[src/rtl/stack_ptr_pkg.sv]
package stack_ptr_pkg;
  typedef enum logic [1:0] {
    SP_IDLE = 2'd0,
    SP_PUSH = 2'd1,
    SP_POP  = 2'd2,
    SP_LOAD = 2'd3
  } sp_op_e;
endpackage

[src/rtl/stack_ptr_core.sv]
module stack_ptr_core
  import stack_ptr_pkg::*;
#(
  parameter int unsigned PTR_W = 8
) (
  input  logic             clk_i,
  input  logic             rst_ni,
  input  sp_op_e           op_i,
  input  logic [PTR_W-1:0] data_i,
  output logic [PTR_W-1:0] ptr_o
);
  logic [PTR_W-1:0] ptr_q, ptr_d;

  always_comb begin
    unique case (op_i)
      SP_PUSH: ptr_d = ptr_q - PTR_W'(1);
      SP_POP:  ptr_d = ptr_q + PTR_W'(1);
      SP_LOAD: ptr_d = data_i;
      default: ptr_d = ptr_q;
    endcase
  end

  always_ff @(posedge clk_i or negedge rst_ni) begin
    if (!rst_ni) ptr_q <= '1;
    else         ptr_q <= ptr_d;
  end

  assign ptr_o = ptr_q;

  assert_push_dec_R3: assert property (@(posedge clk_i) disable iff (!rst_ni)
    op_i == SP_PUSH |=> ptr_q == PTR_W'($past(ptr_q) - PTR_W'(1)));
  assert_pop_inc_R4: assert property (@(posedge clk_i) disable iff (!rst_ni)
    op_i == SP_POP |=> ptr_q == PTR_W'($past(ptr_q) + PTR_W'(1)));
  assert_load_R5: assert property (@(posedge clk_i) disable iff (!rst_ni)
    op_i == SP_LOAD |=> ptr_q == $past(data_i));
  assert_idle_hold_R10: assert property (@(posedge clk_i) disable iff (!rst_ni)
    op_i == SP_IDLE |=> $stable(ptr_q));
endmodule

[src/rtl/stack_ptr_flags.sv]
module stack_ptr_flags
  import stack_ptr_pkg::*;
#(
  parameter int unsigned PTR_W = 8
) (
  input  logic             clk_i,
  input  logic             rst_ni,
  input  sp_op_e           op_i,
  input  logic [PTR_W-1:0] ptr_i,
  output logic             ovf_o,
  output logic             unf_o
);
  logic ovf_q, unf_q;
  logic wrap_lo, wrap_hi;

  assign wrap_lo = (op_i == SP_PUSH) && (ptr_i == '0);
  assign wrap_hi = (op_i == SP_POP)  && (ptr_i == '1);

  always_ff @(posedge clk_i or negedge rst_ni) begin
    if (!rst_ni) begin
      ovf_q <= 1'b0;
      unf_q <= 1'b0;
    end else begin
      ovf_q <= ovf_q | wrap_lo;
      unf_q <= unf_q | wrap_hi;
    end
  end

  assign ovf_o = ovf_q;
  assign unf_o = unf_q;

  assert_ovf_set_R7: assert property (@(posedge clk_i) disable iff (!rst_ni)
    (op_i == SP_PUSH && ptr_i == '0) |=> ovf_q);
  assert_unf_set_R8: assert property (@(posedge clk_i) disable iff (!rst_ni)
    (op_i == SP_POP && ptr_i == '1) |=> unf_q);
  assert_ovf_sticky_R9: assert property (@(posedge clk_i) disable iff (!rst_ni)
    ovf_q |=> ovf_q);
  assert_unf_sticky_R9: assert property (@(posedge clk_i) disable iff (!rst_ni)
    unf_q |=> unf_q);
endmodule

[src/rtl/stack_ptr_addr.sv]
module stack_ptr_addr
  import stack_ptr_pkg::*;
#(
  parameter int unsigned PTR_W  = 8,
  parameter int unsigned PAGE_W = 8,
  parameter logic [PAGE_W-1:0] PAGE = 8'h01,
  localparam int unsigned ADDR_W = PAGE_W + PTR_W
) (
  input  sp_op_e            op_i,
  input  logic [PTR_W-1:0]  ptr_i,
  output logic [ADDR_W-1:0] addr_o
);
  logic [PTR_W-1:0] low;

  // pop is pre-increment: memory sees the next slot up in the same cycle
  assign low    = (op_i == SP_POP) ? ptr_i + PTR_W'(1) : ptr_i;
  assign addr_o = {PAGE, low};
endmodule

[src/rtl/stack_ptr_page.sv]
module stack_ptr_page
  import stack_ptr_pkg::*;
#(
  parameter int unsigned PTR_W  = 8,
  parameter int unsigned PAGE_W = 8,
  parameter logic [PAGE_W-1:0] PAGE = 8'h01,
  localparam int unsigned ADDR_W = PAGE_W + PTR_W
) (
  input  logic              clk_i,
  input  logic              rst_ni,
  input  logic              push_i,
  input  logic              pop_i,
  input  logic              load_i,
  input  logic [PTR_W-1:0]  data_i,
  output logic [PTR_W-1:0]  ptr_o,
  output logic [ADDR_W-1:0] addr_o,
  output logic              ovf_o,
  output logic              unf_o
);
  sp_op_e op;
  logic [PTR_W-1:0] ptr;

  // priority: load, push, pop
  always_comb begin
    if (load_i)      op = SP_LOAD;
    else if (push_i) op = SP_PUSH;
    else if (pop_i)  op = SP_POP;
    else             op = SP_IDLE;
  end

  stack_ptr_core #(.PTR_W(PTR_W)) u_core (
    .clk_i (clk_i),
    .rst_ni(rst_ni),
    .op_i  (op),
    .data_i(data_i),
    .ptr_o (ptr)
  );

  stack_ptr_flags #(.PTR_W(PTR_W)) u_flags (
    .clk_i (clk_i),
    .rst_ni(rst_ni),
    .op_i  (op),
    .ptr_i (ptr),
    .ovf_o (ovf_o),
    .unf_o (unf_o)
  );

  stack_ptr_addr #(.PTR_W(PTR_W), .PAGE_W(PAGE_W), .PAGE(PAGE)) u_addr (
    .op_i  (op),
    .ptr_i (ptr),
    .addr_o(addr_o)
  );

  assign ptr_o = ptr;

  assert_page_fixed_R2: assert property (@(posedge clk_i) disable iff (!rst_ni)
    addr_o[ADDR_W-1:PTR_W] == PAGE);
  assert_push_wins_R6: assert property (@(posedge clk_i) disable iff (!rst_ni)
    (push_i && pop_i && !load_i) |=> ptr_o == PTR_W'($past(ptr_o) - PTR_W'(1)));
  assert_push_addr_R3: assert property (@(posedge clk_i) disable iff (!rst_ni)
    (push_i && !load_i) |-> addr_o[PTR_W-1:0] == ptr_o);
endmodule

[config.mk]
export PLATFORM = sky130hd
export DESIGN_NAME = stack_ptr_page
export DESIGN_NICKNAME = d
export VERILOG_FILES = /design/src/rtl/stack_ptr_pkg.sv /design/src/rtl/stack_ptr_core.sv /design/src/rtl/stack_ptr_flags.sv /design/src/rtl/stack_ptr_addr.sv /design/src/rtl/stack_ptr_page.sv
export SDC_FILE = /design/constraint.sdc
export NUM_CORES = 1
export LEC_CHECK = 0
export CORE_MARGIN = 5
export CORE_UTILIZATION = 57
export CTS_CLUSTER_DIAMETER = 60
export DETAILED_ROUTE_END_ITERATION = 7
export DONT_BUFFER_PORTS = 1
export GPL_TIMING_DRIVEN = 0
export PLACE_DENSITY = 0.78
export RECOVER_POWER = 50
export SYNTH_ARGS = -nofsm -noshare
export SYNTH_HDL_FRONTEND = slang
export SYNTH_HIERARCHICAL = 1
export SYNTH_SLANG_ARGS = --single-unit
export TNS_END_PERCENT = 30
[constraint.sdc]
create_clock -name clk_i -period 2.3 [get_ports clk_i]
set_input_delay 0.23 -clock clk_i [delete_from_list [all_inputs] [get_ports clk_i]]
set_output_delay 0.23 -clock clk_i [all_outputs]
set_load 0.01 [all_outputs]
# == After elaboration in Yosys (flattened, before gate mapping) ==
# Cells that the tools add are included.
# classes
n_mux,5
addsub,2
reduce_logical,4
n_eq_ne,4
n_bitwise,2
# ops
cell,n
$pmux W8 S3,1
$add A8 B1 Y8 const B,1
$eq A8 B8 Y1 const B,1
$logic_not A8 Y1,1
$mux W8,1
$sub A8 B1 Y8 const B,1
$mux W2,3
$eq A2 B2 Y1 const B,2
$reduce_bool A3 Y1,1
$eq A2 B1 Y1 const B,1
$logic_and A1 B1 Y1,2
$or A1 B1 Y1,2
# word_totals
output_inout_bits,26
word_cells,20
regBits,10
in_bits,13

# == Longest topological paths before layout ==
# Gate-level depths: netlist of run 1.
# logic_depth
depth_word,6
mapped_depth,9
ltp_nobuf,9

# == Cells and area by module ==
# The synthesis of run 1 kept the hierarchy.
# by_module_without_submodules
mod,instances,area_each_um2,cells_per_inst,seq_area_each_um2
stack_ptr_core,1,808.3,85,210.2
stack_ptr_addr,1,231.5,30,0.0
stack_ptr_flags,1,118.9,9,50.0
stack_ptr_page,1,17.5,3,0.0

# == Worst setup path before layout of run 1 ==
# Ideal clock, no wire load.
# synth_path
kind,input to register
startpoint,input port load_i
endpoint,register u_core.ptr_q[7] (netlist: u_core/ptr_o[7])
path_buffers,0
t_required_ns,2.219
slack_ns,-0.082
setup_ns,0.081
cell_stages,9
arrival_ns,2.300
cell_sequence,or2_1 inv_1 nand2_1 ha_1 a211oi_1 o21ai_2 a31oi_2 mux2_4 a211oi_2
# synth_between
elab_chain_cells,3
word_cells_on_any_way,6
cone_classes,eq/ne: 3; mux: 2; reduce/logical: 1
# synth_rtl
element,line_no,text
start: declaration,stack_ptr_page.sv:13,"input logic load_i,"
$mux W2 (*),stack_ptr_page.sv:25,if (load_i) op = SP_LOAD;
$eq A2 B2 Y1 / $eq A2 B1 Y1 (equally long branches),stack_ptr_core.sv:15,unique case (op_i)
$pmux W8 S3 / $reduce_bool A3 Y1 (equally long branches),n/a,
end signal: assignment,stack_ptr_core.sv:25,else ptr_q <= ptr_d;
end: declaration,stack_ptr_core.sv:12,"logic [PTR_W-1:0] ptr_q, ptr_d;"
# Mark *: on every way between the ends. The rest lies on a longest branch, timed or not.
# A chain may end at the register's enable or synchronous reset.

# == Worst setup path after layout of run 1 ==
# layout_path
startpoint,register u_core.ptr_q[1] (netlist: u_core/ptr_o[1])
endpoint,register u_core.ptr_q[7] (netlist: u_core/ptr_o[7])
# layout_between
elab_chain_cells,2
word_cells_on_any_way,3
cone_classes,add/sub: 2; mux: 1
# layout_rtl
element,line_no
$add A8 B1 Y8 / $sub A8 B1 Y8 (equally long branches),"stack_ptr_core.sv:17, stack_ptr_core.sv:16"
$pmux W8 S3 (*),stack_ptr_core.sv:15
# Marked as above.

==> results of run 1 <==
## cell usage after synthesis (3+ instances only)
| master | instances | share of area, % |
|---|---|---|
| nand4_1 | 3 | 1.6 |
| xnor2_1 | 5 | 3.7 |
| a211oi_1 | 4 | 2.6 |
| xor2_1 | 6 | 4.5 |
| mux2i_1 | 5 | 4.3 |
| a21oi_1 | 8 | 3.4 |
| nand2_1 | 8 | 2.6 |
| dfstp_2 | 8 | 18 |
| buf_4 | 8 | 5.1 |
| a22oi_1 | 3 | 1.9 |
| o21ai_0 | 4 | 1.7 |
| a21o_1 | 3 | 1.9 |
| ha_1 | 8 | 8.5 |
| nor2_1 | 10 | 3.2 |
| inv_1 | 3 | 0.96 |
## layer usage
layer	vias up	routed length, um	GRT usage [%]
met5	-	0	0
met3	2	226	3.96
li1	480	-	-
met2	40	1170	27.4
met4	0	21	5.21
met1	436	1060	19.0
## worst max-delay path, delay by kind of cell (launching register included)
family | cells | cell delay (ns)
adders and majority gates | 1 | 0.30
DFF | 1 | 0.67
AOI/OAI and AO/OA | 4 | 0.81
muxes | 1 | 0.33
## through the flow
stage / area, um2 / hold slack, ns
CTS: 1280 / 0.166
finish: 1290 / 0.174
global placement: 1230 / -0.0652
detailed placement: 1230 / -0.0652
floorplan: 1200 / -0.0656
global route: 1290 / 0.175
## cell type report
| class | count | area share (%) |
|---|---|---|
| multi-input cells | 109 | 65.6 |
| flip-flops and latches | 10 | 20.1 |
| plain buffers | 11 | 7.16 |
| clock buffers | 4 | 2.81 |
| well taps | 27 | 2.61 |
| inverters | 3 | 0.871 |
| repair buffers | 1 | 0.774 |
## how the worst min path moves through the flow
stage / end / start / cells past startpoint
6_report: u_core/ptr_o[2] / data_i[2] / 2
2_1_floorplan: u_flags/ovf_o / rst_ni / 0
5_1_grt: u_core/ptr_o[0] / data_i[0] / 2
3_3_place_gp: u_flags/ovf_o / rst_ni / 0
3_5_place_dp: u_flags/ovf_o / rst_ni / 0
4_1_cts: u_core/ptr_o[2] / data_i[2] / 2
## logic make-up (layout without fill, tap and decap cells)
| family | count (synthesis) | after routing | synth area share [%] |
|---|---|---|---|
| multiplexers | 8 | 8 | 8.40 |
| AO/OA/AOI/OAI | 34 | 34 | 21.0 |
| XOR/XNOR | 11 | 11 | 8.19 |
| adder cells (fa/ha/maj) | 9 | 9 | 10.2 |
| flip-flops | 10 | 10 | 22.1 |
| other | 2 | 8 | 0.639 |
| buffers and inverters | 14 | 19 | 8.83 |
| AND/OR/NAND/NOR | 39 | 39 | 20.6 |
## where the power goes
group	switching (mW)	internal, mW
Clock	0.0504	0.0956
Sequential	0.154	0.254
Combinational	0.310	0.280
Total	0.515	0.629
## state kept, by name, summed over array words and instances (netlist names)
| register | flops |
|---|---|
| u_core/ptr_o | 8 |
| u_flags/unf_o | 1 |
| u_flags/ovf_o | 1 |
## what timing repair did
action                     CTS  global route
setup endpoints to repair    0             1
hold buffers                 1             0
resized for setup            0             4
hold endpoints to repair    10             0
==> impl_metrics.ini, run 1 <==
[synth]
syn_area_um2 = 1180
ys.flop_type = dfstp_2
seq_area_frac_synth_pct = 22.1
synth_cell_type_count = 47
async_flop_share_pct = 100
syn_avg_cell_area_um2 = 9.26
synth_edf_count = 0
syn_inst = 127
ys_ff_latch = 10
yosys_warnings = 6

[route]
vias = 958
drtIter0Drc = 11
ant_nets = 0
routed_wirelength_um = 2470
routedWlPerCell_um = 15.0
drc_errors = 0
dr.pass1.iters = 4
vias_per_cell = 5.81

[timing]
fin_crit_ns = 2.19
clock_skew_ns = 0.00178
rsz0062_at_grt = false
setup_viol = 0
fmax_mhz = 457
slew_viol_final = 0
fin_ws_ns = 0.113
finalCritPeriodShare_pct = 95.1
fin_setup_tns_ns = 0
hold_viol = 0

[pwr]
p_per_area_nw_per_um2 = 885
leakagePower_nw = 0.574
peakVddDrop_v = 0.000439
p_total_mw = 1.14

[floorplanning]
start_util_pct = 59.9
io_pins = 39
row_count = 16
core-area_um2 = 1960
die-area_um2 = 3070
die_w_um = 55.4
die_h_um = 55.4

[global_routing]
grt-ovfl-total = 0
antenna_found_initial = 0
grt_max_degree = 14
grt_pass1_vias = 876
grt_util_all_layers_pct = 15.9
grt_pass1_wl_um = 4060

[worst_setup_path]
critPathLaunchType = register
required_ns = 2.47
crit_slowest_cell = dfstp_2
crit_fanout = 9
crit_chain = ha_1 > a211oi_2 > o21ai_2 > a31oi_2 > mux2_4 > a211oi_2
reg2reg_slack_ns = 0.11
reg2regPathDepth = 6
timing.rr.end = u_core/ptr_o[7]
cpMostUsedCell = a211oi_2
r2r-start = u_core/ptr_o[1]
critPathLaunch = u_core/ptr_o[1]
critPathKind = reg -> reg
endpoint = u_core/ptr_o[7]
cp-end-kind = register
cp_slowest_stage_delay_ns = 0.67
cp.arrival_ns = 2.36

[layout]
stdcell_count = 165
final_common_cell = nor2_1
nFillCells = 147
drive_gt1_share_pct = 29.7
most-common-layout-cells = 10 x nor2_1, 8 x buf_4, 8 x conb_1, 8 x a21oi_1
fin_nets = 161
post-route-util_pct = 65.9
area_delta_synth_final_pct = 9.89
seqCellArea_um2 = 260
multi_input_area_um2 = 848
n_antenna_cell = 0

[placement]
dp_slack_ns = -0.249
gp_congestion = 0.773
place_inst = 160
portBuffers = 0
hpwl_um = 2000

[outcome]
outcome = complete, no violations

[flow_run]
cap_violations = 0

[cts]
post-cts-setup-buffers = 0
cts_max_level = 1
clk_path_buf_depth = 2
clk_latency_ns = 0.25
root_buffer = clkbuf_4
cts_tree = done
cts_made_buffers = 3
clk_pin_slew_worst_paths_ns = 0.06
clock-sinks = 10

[min_path]
min-delay-path-class = in -> reg
No activity file was read; power rests on OpenSTA's default activity.
==> inputs of run 2 (changes only) <==
--- a/config.mk
+++ b/config.mk
@@ -5,13 +5,13 @@
 export SDC_FILE = /design/constraint.sdc
 export NUM_CORES = 1
 export LEC_CHECK = 0
-export CORE_MARGIN = 5
-export CORE_UTILIZATION = 57
+export BUFFER_PORTS_ARGS = -buffer_cell sky130_fd_sc_hd__clkbuf_2
+export CORE_MARGIN = 1.5
+export CORE_UTILIZATION = 50
 export CTS_CLUSTER_DIAMETER = 60
 export DETAILED_ROUTE_END_ITERATION = 7
-export DONT_BUFFER_PORTS = 1
 export GPL_TIMING_DRIVEN = 0
-export PLACE_DENSITY = 0.78
+export PLACE_DENSITY = 0.85
 export RECOVER_POWER = 50
 export SYNTH_ARGS = -nofsm -noshare
 export SYNTH_HDL_FRONTEND = slang
==> impl_metrics.ini, run 2 (synthesis gave the netlist of run 1 again) <==
[outcome]
outcome = complete, no violations

[cts]
clk_pin_slew_worst_paths_ns = 0.06
root_buffer = clkbuf_4
post-cts-setup-buffers = 0
cts_max_level = 1
clk_latency_ns = 0.25
clk_path_buf_depth = 2
clock-sinks = 10
cts_tree = done
cts_made_buffers = 3

[worst_setup_path]
critPathKind = in -> reg
path_buf_inv = 2
required_ns = 2.47
crit_chain = clkbuf_2 > or2_4 > inv_2 > nand2_4 > ha_1 > a211oi_2 > o21ai_2 > a31oi_4 > mux2_4 > a211oi_2
crit_slowest_cell = ha_1
crit_family = compound AO/OA/AOI/OAI gates
critPathLaunchType = input pin
cp_slowest_stage_delay_ns = 0.33
cp.arrival_ns = 2.32
cpMostUsedCell = a211oi_2
crit_fanout = 11
cp-end-kind = register

[timing]
clock_skew_ns = 0.00355
slew_viol_final = 0
finalCritPeriodShare_pct = 93.5
fmax_mhz = 465
hold_viol = 0
setup_viol = 0
fin_crit_ns = 2.15
rsz0062_at_grt = false

[global_routing]
grt_util_all_layers_pct = 21.5
grt_pass1_vias = 983
grt_pass1_wl_um = 4350
antenna_found_initial = 0
grt-ovfl-total = 0
grt_max_degree = 14

[placement]
place_inst = 191
portBuffers = 30
postPlaceCellArea_um2 = 1390
gp_congestion = 0.916
hpwl_um = 2030

[layout]
stdcell_count = 196
n_antenna_cell = 0
largest_reg_flops = 8
final_common_cell = clkbuf_2
most-common-layout-cells = 27 x clkbuf_2, 10 x nor2_1, 8 x buf_4, 8 x conb_1, 8 x a21oi_1
nFillCells = 176
fin_nets = 191
area_delta_synth_final_pct = 23.6
drive_gt1_share_pct = 40.5
fin_area_um2 = 1450

[floorplanning]
row_count = 17
core-area_um2 = 2210
die-area_um2 = 2650
die_h_um = 51.5
io_pins = 39
die_w_um = 51.5
start_util_pct = 53.2

[pwr]
p_total_mw = 1.25
p_clk_share_pct = 11.9
p_seq_share_pct = 29.8
p_switching_mw = 0.552
switching_share_pct = 44.0
pwr-share-comb_pct = 58.3
leakagePower_nw = 0.695
p_per_area_nw_per_um2 = 863
peakVddDrop_v = 0.000482
p_int_mw = 0.702

[route]
dr.pass1.iters = 4
ant_nets = 0
drtIter0Drc = 18
vias = 1082
drc_errors = 0
routedWlPerCell_um = 13.0
vias_per_cell = 5.52
routed_wirelength_um = 2550

[min_path]
min-delay-path-class = in -> reg

[flow_run]
cap_violations = 0
run 2: power by group through the flow:
stage / clock (mW) / combinational (mW) / sequential, mW
after detailed placement: 0 / 0.695 / 0.381
after global routing: 0.164 / 0.814 / 0.388
final: 0.149 / 0.731 / 0.374
after CTS: 0.154 / 0.707 / 0.379
after floorplan: 0 / 0.496 / 0.375
after global placement: 0 / 0.666 / 0.377
run 2: worst paths after layout:
path	from	slack (ns)	cells past startpoint	to
min in group asynchronous	rst_ni	0.45	2	u_flags/ovf_o
max	load_i	0.15	10	u_core/ptr_o[7]
min	data_i[0]	0.27	3	u_core/ptr_o[0]
min reg2reg	u_flags/ovf_o	0.47	1	u_flags/ovf_o
max in group asynchronous	rst_ni	1.50	2	u_core/ptr_o[0]
max reg2reg	u_core/ptr_o[3]	0.18	6	u_core/ptr_o[7]
run 2: layer usage:
layer	share of wire [%]	vias up	global-route usage, %
met1	43	506	25.8
met3	5.2	2	2.01
met5	0	-	0
met2	52	41	40.2
li1	-	533	-
met4	0.59	0	6.58
run 2: final cells by class:
cell class | count | area, um2 | share of cell area [%]
Multi-Input combinational cell | 109 | 862 | 59.3
Inverter | 3 | 11.3 | 0.775
Sequential cell | 10 | 260 | 17.9
Tap cell | 28 | 35.0 | 2.41
Clock buffer | 4 | 36.3 | 2.50
Buffer | 11 | 92.6 | 6.37
Timing Repair Buffer | 31 | 156 | 10.8
run 2: what timing repair did:
item                                   CTS  global route
endpoints found under the hold margin    2             0
setup endpoints to repair                1             1
hold buffers                             1             0
gates resized for setup                  3             3
run 2: worst min-delay path, stage by stage:
cell and delay (ns):
clkbuf_2 0.08, a21oi_1 0.13, a21oi_1 0.07
run 2: stage by stage:
| stage | hold slack [ns] | utilization, % | setup TNS [ns] | setup slack, ns |
|---|---|---|---|---|
| floorplan | -0.0656 | - | 0 | 0.0379 |
| global placement | 0.0972 | 62.7 | -0.439 | -0.316 |
| detailed placement | 0.0962 | 62.7 | -0.750 | -0.358 |
| CTS | 0.260 | 65.2 | 0 | 0.0655 |
| global route | 0.273 | 65.7 | 0 | 0.0206 |
| finish | 0.268 | 65.7 | 0 | 0.149 |
==> inputs of run 3 (changes only) <==
--- a/config.mk
+++ b/config.mk
@@ -7,11 +7,11 @@
 export LEC_CHECK = 0
 export BUFFER_PORTS_ARGS = -buffer_cell sky130_fd_sc_hd__clkbuf_2
 export CORE_MARGIN = 1.5
-export CORE_UTILIZATION = 50
+export CORE_UTILIZATION = 54
 export CTS_CLUSTER_DIAMETER = 60
 export DETAILED_ROUTE_END_ITERATION = 7
 export GPL_TIMING_DRIVEN = 0
-export PLACE_DENSITY = 0.85
+export PLACE_DENSITY = 0.91
 export RECOVER_POWER = 50
 export SYNTH_ARGS = -nofsm -noshare
 export SYNTH_HDL_FRONTEND = slang
==> constraint.sdc (replaced) <==
create_clock -name clk_i -period 2.5 [get_ports clk_i]
set_input_delay 0.5 -clock clk_i [delete_from_list [all_inputs] [get_ports clk_i]]
set_output_delay 0.5 -clock clk_i [all_outputs]
set_load 0.01 [all_outputs]
==> impl_metrics.ini, run 3 (synthesis gave the netlist of run 1 again) <==
[outcome]
outcome = complete, no violations

[route]
vias = 1101
dr.pass1.iters = 4
routed_wirelength_um = 2640
drc_errors = 0
ant_nets = 0
drtIter0Drc = 20
routedWlPerCell_um = 13.6
vias_per_cell = 5.68

[layout]
largest_reg_flops = 8
most-common-layout-cells = 26 x clkbuf_2, 10 x nor2_1, 8 x buf_4, 8 x conb_1, 8 x a21oi_1
fin_nets = 190
post-route-util_pct = 71.7
nFillCells = 138
n_antenna_cell = 0
area_delta_synth_final_pct = 22.0
final_common_cell = clkbuf_2
drive_gt1_share_pct = 40.1

[cts]
cts_tree = done
clk_path_buf_depth = 2
clk_latency_ns = 0.27
cts_resized = 2
clock-sinks = 10
cts_max_level = 1
root_buffer = clkbuf_4
cts_hold_buf = 0
cts_made_buffers = 3
post-cts-setup-buffers = 0
clk_pin_slew_worst_paths_ns = 0.07

[worst_setup_path]
cp.arrival_ns = 2.59
critPathLaunchType = input pin
crit_family = compound AO/OA/AOI/OAI gates
cpMostUsedCell = a211oi_2
required_ns = 2.69
critPathKind = in -> reg
reg2regPathDepth = 6
path_buf_inv = 2
timing.rr.end = u_core/ptr_o[7]
crit_fanout = 11
crit_chain = clkbuf_2 > or2_4 > inv_2 > nand2_4 > ha_1 > a211oi_2 > o21ai_2 > a31oi_2 > mux2_4 > a211oi_2
r2r-start = u_core/ptr_o[2]
reg2reg_slack_ns = 0.29
cp_slowest_stage_delay_ns = 0.33
cp-end-kind = register
crit_slowest_cell = ha_1

[placement]
hpwl_um = 2130
gp_congestion = 0.897
portBuffers = 30

[min_path]
min-delay-path-class = in -> async

[timing]
finalCritPeriodShare_pct = 96.1
clock_skew_ns = 0.00977
setup_viol = 0
slew_viol_final = 0
timing.hold.ws_ns = 0.155
fin_crit_ns = 2.40
hold_viol = 0
rsz0062_at_grt = false
fmax_mhz = 416

[floorplanning]
die-area_um2 = 2470
start_util_pct = 58.7
die_w_um = 49.7
io_pins = 39
die_h_um = 49.7
row_count = 16
core-area_um2 = 2000

[pwr]
peakVddDrop_v = 0.000437
p_per_area_nw_per_um2 = 784
leakagePower_nw = 0.682

[global_routing]
antenna_found_initial = 0
grt_pass1_vias = 1046
grt_util_all_layers_pct = 22.9
grt-ovfl-total = 0
grt_max_degree = 14
grt_pass1_wl_um = 4460

[flow_run]
cap_violations = 0
-- run 3: cell count changes in the layout (fill, tap and decap cells not counted) --
cell	change
a31oi_4	-1
ha_4	+1
clkbuf_1	+2
clkbuf_8	-1
a31oi_2	+1
clkbuf_2	-1
dlygate4sd3_1	-1
ha_1	-1
-- run 3: worst max-delay path by stage --
stage,from,endpoint,slack (ns),cells past startpoint
after CTS,load_i,u_core/ptr_o[7],0.07,10
final,load_i,u_core/ptr_o[7],0.1,10
after global placement,push_i,u_core/ptr_o[7],-0.32,10
after floorplan,load_i,u_core/ptr_o[7],0.04,9
after global routing,load_i,u_core/ptr_o[7],0.0001,10
after detailed placement,push_i,u_core/ptr_o[7],-0.37,10
-- run 3: power by group --
| part | internal (mW) | total [mW] | switching, mW |
|---|---|---|---|
| clock | 0.0616 | 0.114 | 0.0529 |
| sequential | 0.233 | 0.345 | 0.112 |
| combinational | 0.324 | 0.666 | 0.342 |
| total | 0.619 | 1.13 | 0.507 |
-- run 3: through the flow --
step                instance area, um2  total power, mW  cells  worst slack (ns)  setup TNS [ns]
finish                            1440             1.13    194            0.0982               0
global route                      1440             1.22    194          0.000123               0
CTS                               1420             1.12    194            0.0668               0
detailed placement                1390             1.00    190            -0.372          -0.742
global placement                  1390            0.960    190            -0.320          -0.515
floorplan                         1200            0.801    133            0.0432               0
-- run 3: cell type report --
class                      count  area [um2]  area share (%)
inverter                       3        11.3           0.785
tap                           27        33.8            2.35
multi-input combinational    109         866            60.3
sequential                    10         260            18.1
buffer                        11        92.6            6.45
timing repair buffer          30         145            10.1
clock buffer                   4        26.3            1.83
-- run 3: metal layers --
| layer | GRT usage (%) | up-vias | routed length (um) |
|---|---|---|---|
| met3 | 2.73 | 2 | 145 |
| li1 | - | 535 | - |
| met5 | 0 | - | 0 |
| met2 | 44.0 | 46 | 1370 |
| met4 | 6.02 | 0 | 23 |
| met1 | 26.2 | 518 | 1100 |
